[src/rtl/tsched_pkg.sv]
package tsched_pkg;
    localparam int unsigned THREADS = 4;
    localparam int unsigned SLOTS   = 8;
    localparam int unsigned STAGES  = 5;
    localparam int unsigned TID_W   = $clog2(THREADS);
    localparam int unsigned SLOT_W  = $clog2(SLOTS);
    localparam int unsigned RUN_W   = $clog2(STAGES + 1);

    typedef logic [TID_W-1:0]  tid_t;
    typedef logic [SLOT_W-1:0] slot_t;

    typedef enum logic [1:0] {
        POL_ROTATE = 2'd0,
        POL_TABLE  = 2'd1,
        POL_PRIO   = 2'd2,
        POL_OFF    = 2'd3
    } policy_e;

    typedef struct packed {
        logic valid;
        tid_t tid;
    } issue_t;

    function automatic tid_t next_tid(input tid_t t);
        return (t == TID_W'(THREADS - 1)) ? '0 : t + 1'b1;
    endfunction

    function automatic slot_t next_slot(input slot_t s);
        return (s == SLOT_W'(SLOTS - 1)) ? '0 : s + 1'b1;
    endfunction
endpackage

[src/rtl/tsched_slot_table.sv]
module tsched_slot_table #(
    parameter int unsigned SLOTS  = 8,
    parameter int unsigned TID_W  = 2,
    parameter int unsigned SLOT_W = 3
) (
    input  logic              clk,
    input  logic              rst,
    input  logic              we_i,
    input  logic [SLOT_W-1:0] wslot_i,
    input  logic [TID_W-1:0]  wtid_i,
    input  logic              commit_i,
    input  logic [SLOT_W-1:0] rslot_i,
    output logic [TID_W-1:0]  rtid_o
);
    logic [TID_W-1:0] shadow_q [SLOTS];
    logic [TID_W-1:0] shadow_d [SLOTS];
    logic [TID_W-1:0] active_q [SLOTS];
    logic [SLOTS*TID_W-1:0] active_flat;

    always_comb begin
        for (int i = 0; i < SLOTS; i++) begin
            shadow_d[i] = (we_i && wslot_i == SLOT_W'(i)) ? wtid_i : shadow_q[i];
        end
    end

    always_ff @(posedge clk) begin
        if (rst) begin
            for (int i = 0; i < SLOTS; i++) begin
                shadow_q[i] <= '0;
                active_q[i] <= '0;
            end
        end else begin
            for (int i = 0; i < SLOTS; i++) begin
                shadow_q[i] <= shadow_d[i];
                if (commit_i) active_q[i] <= shadow_d[i];
            end
        end
    end

    assign rtid_o = active_q[rslot_i];

    for (genvar g = 0; g < SLOTS; g++) begin : g_flat
        assign active_flat[g*TID_W +: TID_W] = active_q[g];
    end

    // Active schedule only moves at a rotation boundary
    assert_active_hold_R5: assert property (@(posedge clk) disable iff (rst)
        !commit_i |=> $stable(active_flat));
endmodule

[src/rtl/tsched_prio_pick.sv]
module tsched_prio_pick #(
    parameter int unsigned THREADS = 4,
    parameter int unsigned TID_W   = 2
) (
    input  logic [THREADS-1:0] ready_i,
    output logic               found_o,
    output logic [TID_W-1:0]   tid_o
);
    always_comb begin
        found_o = 1'b0;
        tid_o   = '0;
        for (int i = THREADS - 1; i >= 0; i--) begin
            if (ready_i[i]) begin
                found_o = 1'b1;
                tid_o   = TID_W'(i);
            end
        end
    end
endmodule

[src/rtl/tsched_tag_pipe.sv]
module tsched_tag_pipe #(
    parameter int unsigned STAGES = 5,
    parameter int unsigned TID_W  = 2
) (
    input  logic                    clk,
    input  logic                    rst,
    input  logic                    valid_i,
    input  logic [TID_W-1:0]        tid_i,
    output logic [STAGES-1:0]       valid_o,
    output logic [STAGES*TID_W-1:0] tid_o
);
    logic [STAGES-1:0] v_q;
    logic [TID_W-1:0]  t_q [STAGES];

    for (genvar k = 0; k < STAGES; k++) begin : g_stage
        always_ff @(posedge clk) begin
            if (rst) begin
                v_q[k] <= 1'b0;
                t_q[k] <= '0;
            end else if (k == 0) begin
                v_q[k] <= valid_i;
                t_q[k] <= tid_i;
            end else begin
                v_q[k] <= v_q[(k == 0) ? 0 : k - 1];
                t_q[k] <= t_q[(k == 0) ? 0 : k - 1];
            end
        end
        assign tid_o[k*TID_W +: TID_W] = t_q[k];
    end

    assign valid_o = v_q;
endmodule

[src/rtl/tsched_top.sv]
module tsched_top
    import tsched_pkg::*;
(
    input  logic                    clk,
    input  logic                    rst,
    input  logic [THREADS-1:0]      ready_i,
    input  logic [1:0]              policy_i,
    input  logic                    tbl_we_i,
    input  logic [SLOT_W-1:0]       tbl_slot_i,
    input  logic [TID_W-1:0]        tbl_tid_i,
    output logic [STAGES-1:0]       stg_valid_o,
    output logic [STAGES*TID_W-1:0] stg_tid_o
);
    tid_t    rr_q;
    slot_t   slot_q;
    tid_t    tbl_tid;
    tid_t    pri_tid;
    logic    pri_found;
    logic    wrap;
    issue_t  sel;
    policy_e pol;

    assign pol  = policy_e'(policy_i);
    assign wrap = (slot_q == SLOT_W'(SLOTS - 1));

    always_ff @(posedge clk) begin
        if (rst) begin
            rr_q   <= '0;
            slot_q <= '0;
        end else begin
            rr_q   <= next_tid(rr_q);
            slot_q <= next_slot(slot_q);
        end
    end

    tsched_slot_table #(.SLOTS(SLOTS), .TID_W(TID_W), .SLOT_W(SLOT_W)) u_tbl (
        .clk      (clk),
        .rst      (rst),
        .we_i     (tbl_we_i),
        .wslot_i  (tbl_slot_i),
        .wtid_i   (tbl_tid_i),
        .commit_i (wrap),
        .rslot_i  (slot_q),
        .rtid_o   (tbl_tid)
    );

    tsched_prio_pick #(.THREADS(THREADS), .TID_W(TID_W)) u_pri (
        .ready_i (ready_i),
        .found_o (pri_found),
        .tid_o   (pri_tid)
    );

    always_comb begin
        unique case (pol)
            POL_ROTATE: sel = '{valid: ready_i[rr_q],    tid: rr_q};
            POL_TABLE:  sel = '{valid: ready_i[tbl_tid], tid: tbl_tid};
            POL_PRIO:   sel = '{valid: pri_found,        tid: pri_tid};
            default:    sel = '{valid: 1'b0,             tid: '0};
        endcase
    end

    tsched_tag_pipe #(.STAGES(STAGES), .TID_W(TID_W)) u_pipe (
        .clk     (clk),
        .rst     (rst),
        .valid_i (sel.valid),
        .tid_i   (sel.tid),
        .valid_o (stg_valid_o),
        .tid_o   (stg_tid_o)
    );

    // ---------------- assertions ----------------
    logic [RUN_W-1:0] rot_run_q;
    always_ff @(posedge clk) begin
        if (rst)                   rot_run_q <= '0;
        else if (pol != POL_ROTATE) rot_run_q <= '0;
        else if (rot_run_q != RUN_W'(STAGES)) rot_run_q <= rot_run_q + 1'b1;
    end

    assert_rotate_bubble_R3: assert property (@(posedge clk) disable iff (rst)
        (pol == POL_ROTATE && !ready_i[rr_q]) |=> !stg_valid_o[0]);

    assert_prio_issue_R6: assert property (@(posedge clk) disable iff (rst)
        (pol == POL_PRIO && ready_i != '0) |=> stg_valid_o[0]);

    assert_prio_idle_R7: assert property (@(posedge clk) disable iff (rst)
        (pol == POL_PRIO && ready_i == '0) |=> !stg_valid_o[0]);

    assert_off_bubble_R8: assert property (@(posedge clk) disable iff (rst)
        (pol == POL_OFF) |=> !stg_valid_o[0]);

    for (genvar i = 1; i < STAGES; i++) begin : g_space
        if (i < THREADS) begin : g_chk
            assert_thread_spacing_R10: assert property (@(posedge clk) disable iff (rst)
                (rot_run_q == RUN_W'(STAGES) && stg_valid_o[0] && stg_valid_o[i])
                |-> (stg_tid_o[TID_W-1:0] != stg_tid_o[i*TID_W +: TID_W]));
        end
    end
endmodule

[config.mk]
export PLATFORM = sky130hd
export DESIGN_NAME = tsched_top
export DESIGN_NICKNAME = d
export VERILOG_FILES = /design/src/rtl/tsched_pkg.sv /design/src/rtl/tsched_slot_table.sv /design/src/rtl/tsched_prio_pick.sv /design/src/rtl/tsched_tag_pipe.sv /design/src/rtl/tsched_top.sv
export SDC_FILE = /design/constraint.sdc
export NUM_CORES = 1
export LEC_CHECK = 0
export BUFFER_PORTS_ARGS = -buffer_cell sky130_fd_sc_hd__buf_2
export CAP_MARGIN = 20
export CORE_MARGIN = 3
export CORE_UTILIZATION = 50
export CTS_CLUSTER_SIZE = 28
export DETAILED_ROUTE_END_ITERATION = 8
export GPL_TIMING_DRIVEN = 1
export PLACE_DENSITY_LB_ADDON = 0.2
export SYNTH_ARGS = -nofsm -noshare
export SYNTH_HDL_FRONTEND = slang
export SYNTH_SLANG_ARGS = --single-unit
[constraint.sdc]
create_clock -name clk -period 1.7 [get_ports clk]
set_input_delay 0.17 -clock clk [delete_from_list [all_inputs] [get_ports clk]]
set_output_delay 0.17 -clock clk [all_outputs]
set_load 0.02 [all_outputs]
==> results of run 1 <==
==> how the worst max path moves through the flow <==
| stage | cells after the start | end |
|---|---|---|
| 4_1_cts | 5 | u_pipe.valid_o[0]$_SDFF_PP0_ |
| 2_1_floorplan | 5 | u_pipe.valid_o[0]$_SDFF_PP0_ |
| 3_5_place_dp | 5 | u_pipe.valid_o[0]$_SDFF_PP0_ |
| 3_3_place_gp | 4 | u_pipe.valid_o[0]$_SDFF_PP0_ |
| 5_1_grt | 5 | u_pipe.valid_o[0]$_SDFF_PP0_ |
| 6_report | 4 | u_pipe.valid_o[0]$_SDFF_PP0_ |
==> registers in the layout, indices dropped and copies added (netlist names) <==
register        cells
u_tbl.active_q     16
u_tbl.shadow_q     16
u_pipe.t_q         10
u_pipe.valid_o      5
slot_q              3
rr_q                2
==> cell usage in the layout, fill, tap and decap left out, drive strengths merged, types with 3 or more instances in the layout <==
cell / n
a21oi: 3
buf: 31
clkbuf: 6
dfxtp: 36
edfxtp: 16
ha: 3
inv: 4
mux2i: 26
mux4: 4
nand2b: 3
nand4b: 3
nor2: 37
nor2b: 12
nor3: 4
nor3b: 3
==> per-stage QoR <==
step	std cells	area (sq um)	power (mW)
after global routing	248	2310	2.36
after detailed placement	240	2210	1.60
final	248	2310	2.26
after floorplan	170	2020	1.53
after global placement	240	2210	1.59
after CTS	248	2310	2.28
==> what timing repair did <==
item                                    4_1_cts  5_1_grt
buffers inserted                              0        0
pin swaps                                     0        1
endpoints found under the setup margin       18       18
endpoints found under the hold margin         0        0
gates resized for setup                       2        2
==> layout make-up <==
type                    count  area (sq um)
fillers                   293          1460
multi-input cells         105           766
clock inverters             2          10.0
flip-flops and latches     52          1200
inverters                   4          15.0
well taps                  48          60.1
repair buffers             31           175
clock buffers               6          82.6
==> power groups by stage <==
stage / logic (mW) / registers [mW] / clock network (mW)
finish: 0.220 / 1.35 / 0.689
global route: 0.240 / 1.36 / 0.759
CTS: 0.219 / 1.35 / 0.711
detailed placement: 0.216 / 1.38 / 0
global placement: 0.206 / 1.38 / 0
floorplan: 0.140 / 1.39 / 0
==> kinds of logic (layout without fill, tap and decap cells) <==
| group | Yosys count | in the layout | share of synthesized area |
|---|---|---|---|
| AO/OA/AOI/OAI | 6 | 6 | 0.0199 |
| adder cells (fa/ha/maj) | 3 | 3 | 0.0186 |
| buffers and inverters | 13 | 43 | 0.0279 |
| flip-flops | 52 | 52 | 0.596 |
| multiplexers | 30 | 30 | 0.177 |
| AND/OR/NAND/NOR | 66 | 66 | 0.161 |
==> per-layer routing <==
layer,vias to the layer above,wire length [um]
met5,-,0
met1,602,1530
li1,644,-
met4,0,51
met2,25,1670
met3,5,153
==> impl_metrics.ini, run 1 <==
[setup_path]
r2r_slack_ns = 0.04
slowest_stage = mux4_1
path_buf_inv = 0
crit_fanout = 7
cp_cell_sequence = mux4_1 > mux2i_2 > mux2i_1 > a31o_1
cp-start-kind = register
critPathMaxStageDelay_ns = 0.59
critPathCaptureType = register
regToRegEndpoint = u_pipe.valid_o[0]$_SDFF_PP0_
crit_arrival_ns = 1.91
crit_start = slot_q[0]$_SDFF_PP0_
crit_type = reg2reg
r2r_start = slot_q[0]$_SDFF_PP0_
critPathTopFamily = multiplexers
reg2reg_depth = 4
required_ns = 1.95

[drt]
first_iter_violations = 61
vias_per_cell = 5.15
drc = 0
dr.pass1.iters = 4
wl_um = 3400
drt-wirelength-per-cell_um = 13.7
via_count = 1276
drtAntennaViolNets = 0

[clock_tree]
cts.clk_slew.worst_paths_ns = 0.09
clk-insertion-delay-late_ns = 0.30
ctsHtreeMaxLevel = 2
numCtsBuffers = 5
cts_tree = built
cts-root-buf = clkbuf_8
cts.sinks = 52
hold_buffers = 0
clk_path_buf_depth = 2

[sta]
period_needed_ns = 1.66
timing.setup.tns_ns = 0
relSlewSlack = 0.708
drv_slew = 0
hold_violations = 0
fmax_mhz = 603
setup_violations = 0
worst_slew_pin_slew_ns = 0.427
setup_slack_ns = 0.0424
hold_slack_ns = 0.192
rsz0062_at_grt = yes
finClkSkew_ns = 0.00804
finalCritPeriodShare = 0.975

[synth]
syn_avg_cell_area_sq_um = 11.9
yosysMostFrequentCell = nor2_1
yosysUniqueCellTypes = 23
synth_warnings = 0
synth_top_area_cell = dfxtp_1
synth_area_leaders = dfxtp_1, edfxtp_1, mux2i_1
synthTopCellsByCount = nor2_1, dfxtp_1, mux2i_1, edfxtp_1, nor2b_1
synth_edf_count = 16
ys_seq_elements = 52
syn_nets = 187
netlist_area_sq_um = 2020
ys_seq_area_frac = 0.596
synth_top_area_share = 0.357
async_reset_ff_frac = 0
synth_ff_type = dfxtp_1
synth_cells = 170

[power]
seq_power_share = 0.598
ir_worst_vdd_v = 0.000582
power.switching_uw = 512
powerDensity_nw_per_um2 = 978
pwr-share-clk = 0.305
internal_power_mw = 1.75
sw_frac_of_total = 0.226
share_comb_of_total_power = 0.097
total_leakage_power_nw = 0.990

[place]
port_buffers = 28
gp_congestion = 0.835
dp_worst_setup_slack_ns = -0.119
detailed_place_hpwl_um = 2540

[floorplanning]
die-area_sq_um = 4830
start_util = 0.535
core_area_sq_um = 3770
ios = 29
die_h_um = 69.5
row_count = 22
die_w_um = 69.5

[global_routing]
grt_pass1_wl_um = 5510
use_met2 = 0.239
top_usage_layer = met2
antenna_found_initial = 0
overflow = 0
grt_start_max_net_pins = 20
grt_pass1_vias = 1205
use_met1 = 0.170
met3_usage = 0.0551
track_usage = 0.145

[worst_hold_path]
min_path_type = in2reg
whs_endpoint = u_pipe.valid_o[0]$_SDFF_PP0_
hold_depth = 2
worstHoldStart = policy_i[0]

[cells_and_area]
finalNetCount = 216
fin_util = 0.613
syn_to_final_growth_pct = 14.7
drive_gt1_frac = 0.220
n_antenna_cell = 0

[job]
maxCapViolCount = 0

[run_status]
status = completed
No activity file was read; power rests on OpenSTA's default activity.
==> run 2, diff against run 1 <==
--- a/config.mk
+++ b/config.mk
@@ -8,7 +8,7 @@
 export BUFFER_PORTS_ARGS = -buffer_cell sky130_fd_sc_hd__buf_2
 export CAP_MARGIN = 20
 export CORE_MARGIN = 3
-export CORE_UTILIZATION = 50
+export CORE_UTILIZATION = 59
 export CTS_CLUSTER_SIZE = 28
 export DETAILED_ROUTE_END_ITERATION = 8
 export GPL_TIMING_DRIVEN = 1
==> constraint.sdc (replaced) <==
create_clock -name clk -period 2 [get_ports clk]
set_input_delay 0.2 -clock clk [delete_from_list [all_inputs] [get_ports clk]]
set_output_delay 0.2 -clock clk [all_outputs]
set_load 0.02 [all_outputs]
==> run 2 against run 1 <==
Power decreased by 13%. Sequential power decreased by 15%. Non-clock buffer count decreased by 2. Critical endpoint unchanged. Routed wire length decreased by 1.7%. Clock power decreased by 7.5%. Hold slack got worse by 0.032 ns. Critical path type unchanged. First-iteration DRC count increased by 6.6%. Critical path depth unchanged.
==> impl_metrics.ini, run 2 (synthesis results as in run 1) <==
[setup_path]
cp_cell_sequence = mux4_1 > mux2i_1 > mux2i_1 > a31o_1
slowest_stage = mux4_1
crit_type = reg2reg
critPathCaptureType = register
critPathMaxStageDelay_ns = 0.60
crit_arrival_ns = 2.13
cp_common_cell = mux2i_1
critPathTopFamily = multiplexers
cp-start-kind = register
required_ns = 2.31
path_buf_inv = 0
crit_fanout = 8

[global_routing]
use_met2 = 0.321
met3_usage = 0.0485
grt_start_max_net_pins = 27
top_usage_layer = met2
grt_pass1_vias = 1277
overflow = 0
antenna_found_initial = 0
track_usage = 0.185
use_met1 = 0.215
grt_pass1_wl_um = 5830

[sta]
setup_violations = 0
period_needed_ns = 1.82
finClkSkew_ns = 0.00863
drv_slew = 0
finalCritPeriodShare = 0.910
rsz0062_at_grt = no
hold_violations = 0
hold_slack_ns = 0.160
worst_slew_pin_slew_ns = 0.522
relSlewSlack = 0.651
timing.setup.tns_ns = 0
fmax_mhz = 550

[power]
internal_power_mw = 1.54
seq_power_share = 0.586
sw_frac_of_total = 0.217
total_leakage_power_nw = 0.973
power.switching_uw = 427
pwr-share-clk = 0.324
powerDensity_nw_per_um2 = 865
share_comb_of_total_power = 0.091
ir_worst_vdd_v = 0.000675

[clock_tree]
numCtsBuffers = 5
clk-insertion-delay-late_ns = 0.35
cts.clk_slew.worst_paths_ns = 0.14
ctsHtreeMaxLevel = 2
clk_path_buf_depth = 2
cts_resized = 0
cts-root-buf = clkbuf_4
cts_tree = built
cts.sinks = 52
cts_setup_buffers = 0
hold_buffers = 0

[job]
maxCapViolCount = 0

[place]
detailed_place_hpwl_um = 2530
port_buffers = 28
gp_congestion = 0.784
place_area_sq_um = 2180

[run_status]
status = completed

[cells_and_area]
reg_top3 = u_tbl.active_q x16, u_tbl.shadow_q x16, u_pipe.t_q x10
final_common_cell = nor2_1
fillers = 244
final_cell_area_sq_um = 2270
finalNetCount = 214
multiInputGateArea_sq_um = 759
mostFrequentLayoutCells = nor2_1, dfxtp_1, buf_2
drive_gt1_frac = 0.202
seqCellArea_sq_um = 1200
syn_to_final_growth_pct = 12.7
n_antenna_cell = 0

[drt]
wl_um = 3340
drt-wirelength-per-cell_um = 13.8
first_iter_violations = 65
vias_per_cell = 5.32
via_count = 1287
drc = 0
dr.pass1.iters = 4
drtAntennaViolNets = 0

[floorplanning]
die-area_sq_um = 4160
ios = 29
die_w_um = 64.5
row_count = 20
start_util = 0.640
die_h_um = 64.5
core_area_sq_um = 3150

[worst_hold_path]
min_path_type = in2reg
## run 2: cell count changes in the layout (fill, tap and decap cells not counted), sizes merged
cell | before | now
buf | 31 | 29
bufinv | 0 | 1
clkbuf | 6 | 7
clkinv | 2 | 0
## run 2: path summary, 6_finish.rpt
path,startpoint,slack (ns),endpoint,cells past startpoint
max,slot_q[0]$_SDFF_PP0_,0.18,u_pipe.valid_o[0]$_SDFF_PP0_,4
min,rst,0.16,u_tbl.shadow_q[0][0]$_SDFF_PP0_,2
max reg2reg,slot_q[0]$_SDFF_PP0_,0.18,u_pipe.valid_o[0]$_SDFF_PP0_,4
min reg2reg,u_pipe.t_q[3][1]$_SDFF_PP0_,0.47,u_pipe.t_q[4][1]$_SDFF_PP0_,1
## run 2: metrics by stage
| step | std cells | power [mW] | util | setup WS, ns |
|---|---|---|---|---|
| after floorplan | 170 | 1.30 | - | 0.389 |
| after global placement | 234 | 1.35 | 0.691 | 0.261 |
| after detailed placement | 234 | 1.36 | 0.691 | 0.199 |
| after CTS | 242 | 1.98 | 0.721 | 0.167 |
| after global routing | 242 | 2.05 | 0.721 | 0.0413 |
| final | 242 | 1.97 | 0.721 | 0.180 |
## run 2: metal layers
metal  up-vias  routed length [um]
met5         -                   0
met4         0                  47
met3         8                 205
met2        54                1650
met1       585                1440
li1        640                   -
## run 2: layout make-up
type / count / area share
Multi-Input combinational cell: 105 / 0.334
Clock inverter: 1 / 0.0132
Tap cell: 44 / 0.0242
Sequential cell: 52 / 0.528
Timing Repair Buffer: 29 / 0.0649
Inverter: 4 / 0.00660
Clock buffer: 7 / 0.0286
## run 2: power groups by stage
stage / registers, mW / clock network, mW / logic, mW
after detailed placement: 1.18 / 0 / 0.179
after global placement: 1.17 / 0 / 0.171
after global routing: 1.16 / 0.688 / 0.200
final: 1.15 / 0.637 / 0.179
after CTS: 1.15 / 0.644 / 0.180
after floorplan: 1.18 / 0 / 0.119
==> run 3, diff against run 2 <==
--- a/config.mk
+++ b/config.mk
@@ -8,7 +8,7 @@
 export BUFFER_PORTS_ARGS = -buffer_cell sky130_fd_sc_hd__buf_2
 export CAP_MARGIN = 20
 export CORE_MARGIN = 3
-export CORE_UTILIZATION = 59
+export CORE_UTILIZATION = 52
 export CTS_CLUSTER_SIZE = 28
 export DETAILED_ROUTE_END_ITERATION = 8
 export GPL_TIMING_DRIVEN = 1
==> run 3 against run 2 <==
Utilization down 9.6 points. Clock power up 11%. Fmax down 0.92%. Critical path depth up 1. Routed wire length about the same. Register-to-register slack worse by 0.02 ns. Sequential share of layout area down 0.72 points. Setup slack worse by 0.017 ns. Non-clock buffer count unchanged. Cell area up 1.4%. Clock skew down 0.0046 ns. Power up 3.4%. Critical path type unchanged. Critical endpoint unchanged. Largest cell class unchanged.
==> impl_metrics.ini, run 3 (synthesis results as in run 1) <==
[sta]
hold_slack_ns = 0.212
finalCritPeriodShare = 0.918
drv_slew = 0
setup_violations = 0
relSlewSlack = 0.713
timing.setup.tns_ns = 0
hold_violations = 0
worst_slew_pin_slew_ns = 0.420
finClkSkew_ns = 0.00401
period_needed_ns = 1.84
fmax_mhz = 544
rsz0062_at_grt = no

[clock_tree]
cts_setup_buffers = 0
ctsHtreeMaxLevel = 2
cts_tree = built
clk-insertion-delay-late_ns = 0.30
clk_path_buf_depth = 2
numCtsBuffers = 5
cts.clk_slew.worst_paths_ns = 0.09
cts-root-buf = clkbuf_8
cts.sinks = 52
hold_buffers = 0
cts_resized = 0

[drt]
wl_um = 3340
drc = 0
dr.pass1.iters = 5
drtAntennaViolNets = 0
first_iter_violations = 45
drt-wirelength-per-cell_um = 13.6
via_count = 1269
vias_per_cell = 5.16

[global_routing]
overflow = 0
grt_start_max_net_pins = 22
grt_pass1_wl_um = 5290
antenna_found_initial = 0
grt_pass1_vias = 1154
track_usage = 0.159

[setup_path]
crit_fanout = 8
critPathMaxStageDelay_ns = 0.56
r2r_slack_ns = 0.16
regToRegEndpoint = u_pipe.valid_o[0]$_SDFF_PP0_
critPathCaptureType = register
required_ns = 2.20
slowest_stage = dfxtp_1
cp_common_cell = mux2i_1
reg2reg_depth = 5
r2r_start = slot_q[0]$_SDFF_PP0_
cp_cell_sequence = mux2i_1 > mux4_2 > mux2i_1 > mux2i_1 > a31o_1
cp-start-kind = register
crit_arrival_ns = 2.03
crit_type = reg2reg

[power]
powerDensity_nw_per_um2 = 883
total_leakage_power_nw = 0.984
power_mw = 2.03
ir_worst_vdd_v = 0.000595

[cells_and_area]
finalNetCount = 214
multiInputGateArea_sq_um = 759
syn_to_final_growth_pct = 14.3
final_cell_area_sq_um = 2300
n_antenna_cell = 0
final_common_cell = nor2_1
fillers = 314
mostFrequentLayoutCells = nor2_1, dfxtp_1, buf_2
drive_gt1_frac = 0.202
finalNonFillerCells = 246
seqCellArea_sq_um = 1200
reg_top3 = u_tbl.active_q x16, u_tbl.shadow_q x16, u_pipe.t_q x10

[worst_hold_path]
whs_endpoint = u_pipe.valid_o[0]$_SDFF_PP0_
hold_depth = 2
worstHoldStart = policy_i[0]
min_path_type = in2reg

[place]
detailed_place_hpwl_um = 2560
place_area_sq_um = 2180
gp_congestion = 0.812
port_buffers = 28
dp.cells = 238

[floorplanning]
row_count = 22
die-area_sq_um = 4660
die_h_um = 68.3
core_area_sq_um = 3690
ios = 29
die_w_um = 68.3
start_util = 0.547

[job]
maxCapViolCount = 0

[run_status]
status = completed
==> run 3: cell count changes in the layout (fill, tap and decap cells not counted) <==
cell	delta
clkbuf_4	-5
clkbuf_16	+1
bufinv_16	-1
clkbuf_8	+5
==> run 3: per-layer routing <==
layer  GRT usage  vias up  wire length [um]
li1            -      639                 -
met1       0.191      586              1450
met2       0.258       36              1650
met3      0.0591        8               205
met4      0.0620        0                45
met5           0        -                 0
==> run 3: cell type report <==
cell class / count / area share
clock buffers: 8 / 0.0527
repair buffers: 29 / 0.0641
inverters: 4 / 0.00651
flip-flops and latches: 52 / 0.521
multi-input cells: 105 / 0.330
well taps: 48 / 0.0261
==> run 3: how the worst max path moves through the flow <==
| stage | startpoint | endpoint | slack, ns | cells past startpoint |
|---|---|---|---|---|
| floorplan | slot_q[0]$_SDFF_PP0_ | u_pipe.valid_o[0]$_SDFF_PP0_ | 0.39 | 5 |
| global placement | slot_q[0]$_SDFF_PP0_ | u_pipe.valid_o[0]$_SDFF_PP0_ | 0.22 | 4 |
| detailed placement | slot_q[0]$_SDFF_PP0_ | u_pipe.valid_o[0]$_SDFF_PP0_ | 0.19 | 4 |
| CTS | slot_q[0]$_SDFF_PP0_ | u_pipe.valid_o[0]$_SDFF_PP0_ | 0.16 | 4 |
| global route | slot_q[0]$_SDFF_PP0_ | u_pipe.valid_o[0]$_SDFF_PP0_ | 0.05 | 5 |
| finish | slot_q[0]$_SDFF_PP0_ | u_pipe.valid_o[0]$_SDFF_PP0_ | 0.16 | 5 |
==> run 3: where the power goes <==
group          switching (mW)  leakage, nW  internal (mW)  total [mW]
Sequential             0.0251        0.458           1.13        1.15
Clock                   0.314       0.0627          0.391       0.705
Combinational          0.0975        0.464         0.0813       0.179
Total                   0.436        0.984           1.60        2.03
==> run 3: metrics by stage <==
stage                util  setup slack, ns
floorplan               -            0.389
global placement    0.592            0.218
detailed placement  0.592            0.185
CTS                 0.625            0.164
global route        0.625           0.0490
finish              0.625            0.163
==> run 3: worst max-delay path: cells and delay by family (launching register included) <==
kind               cells  cell delay, ns
muxes                  4            0.96
DFF                    1            0.56
AOI/OAI and AO/OA      1            0.22
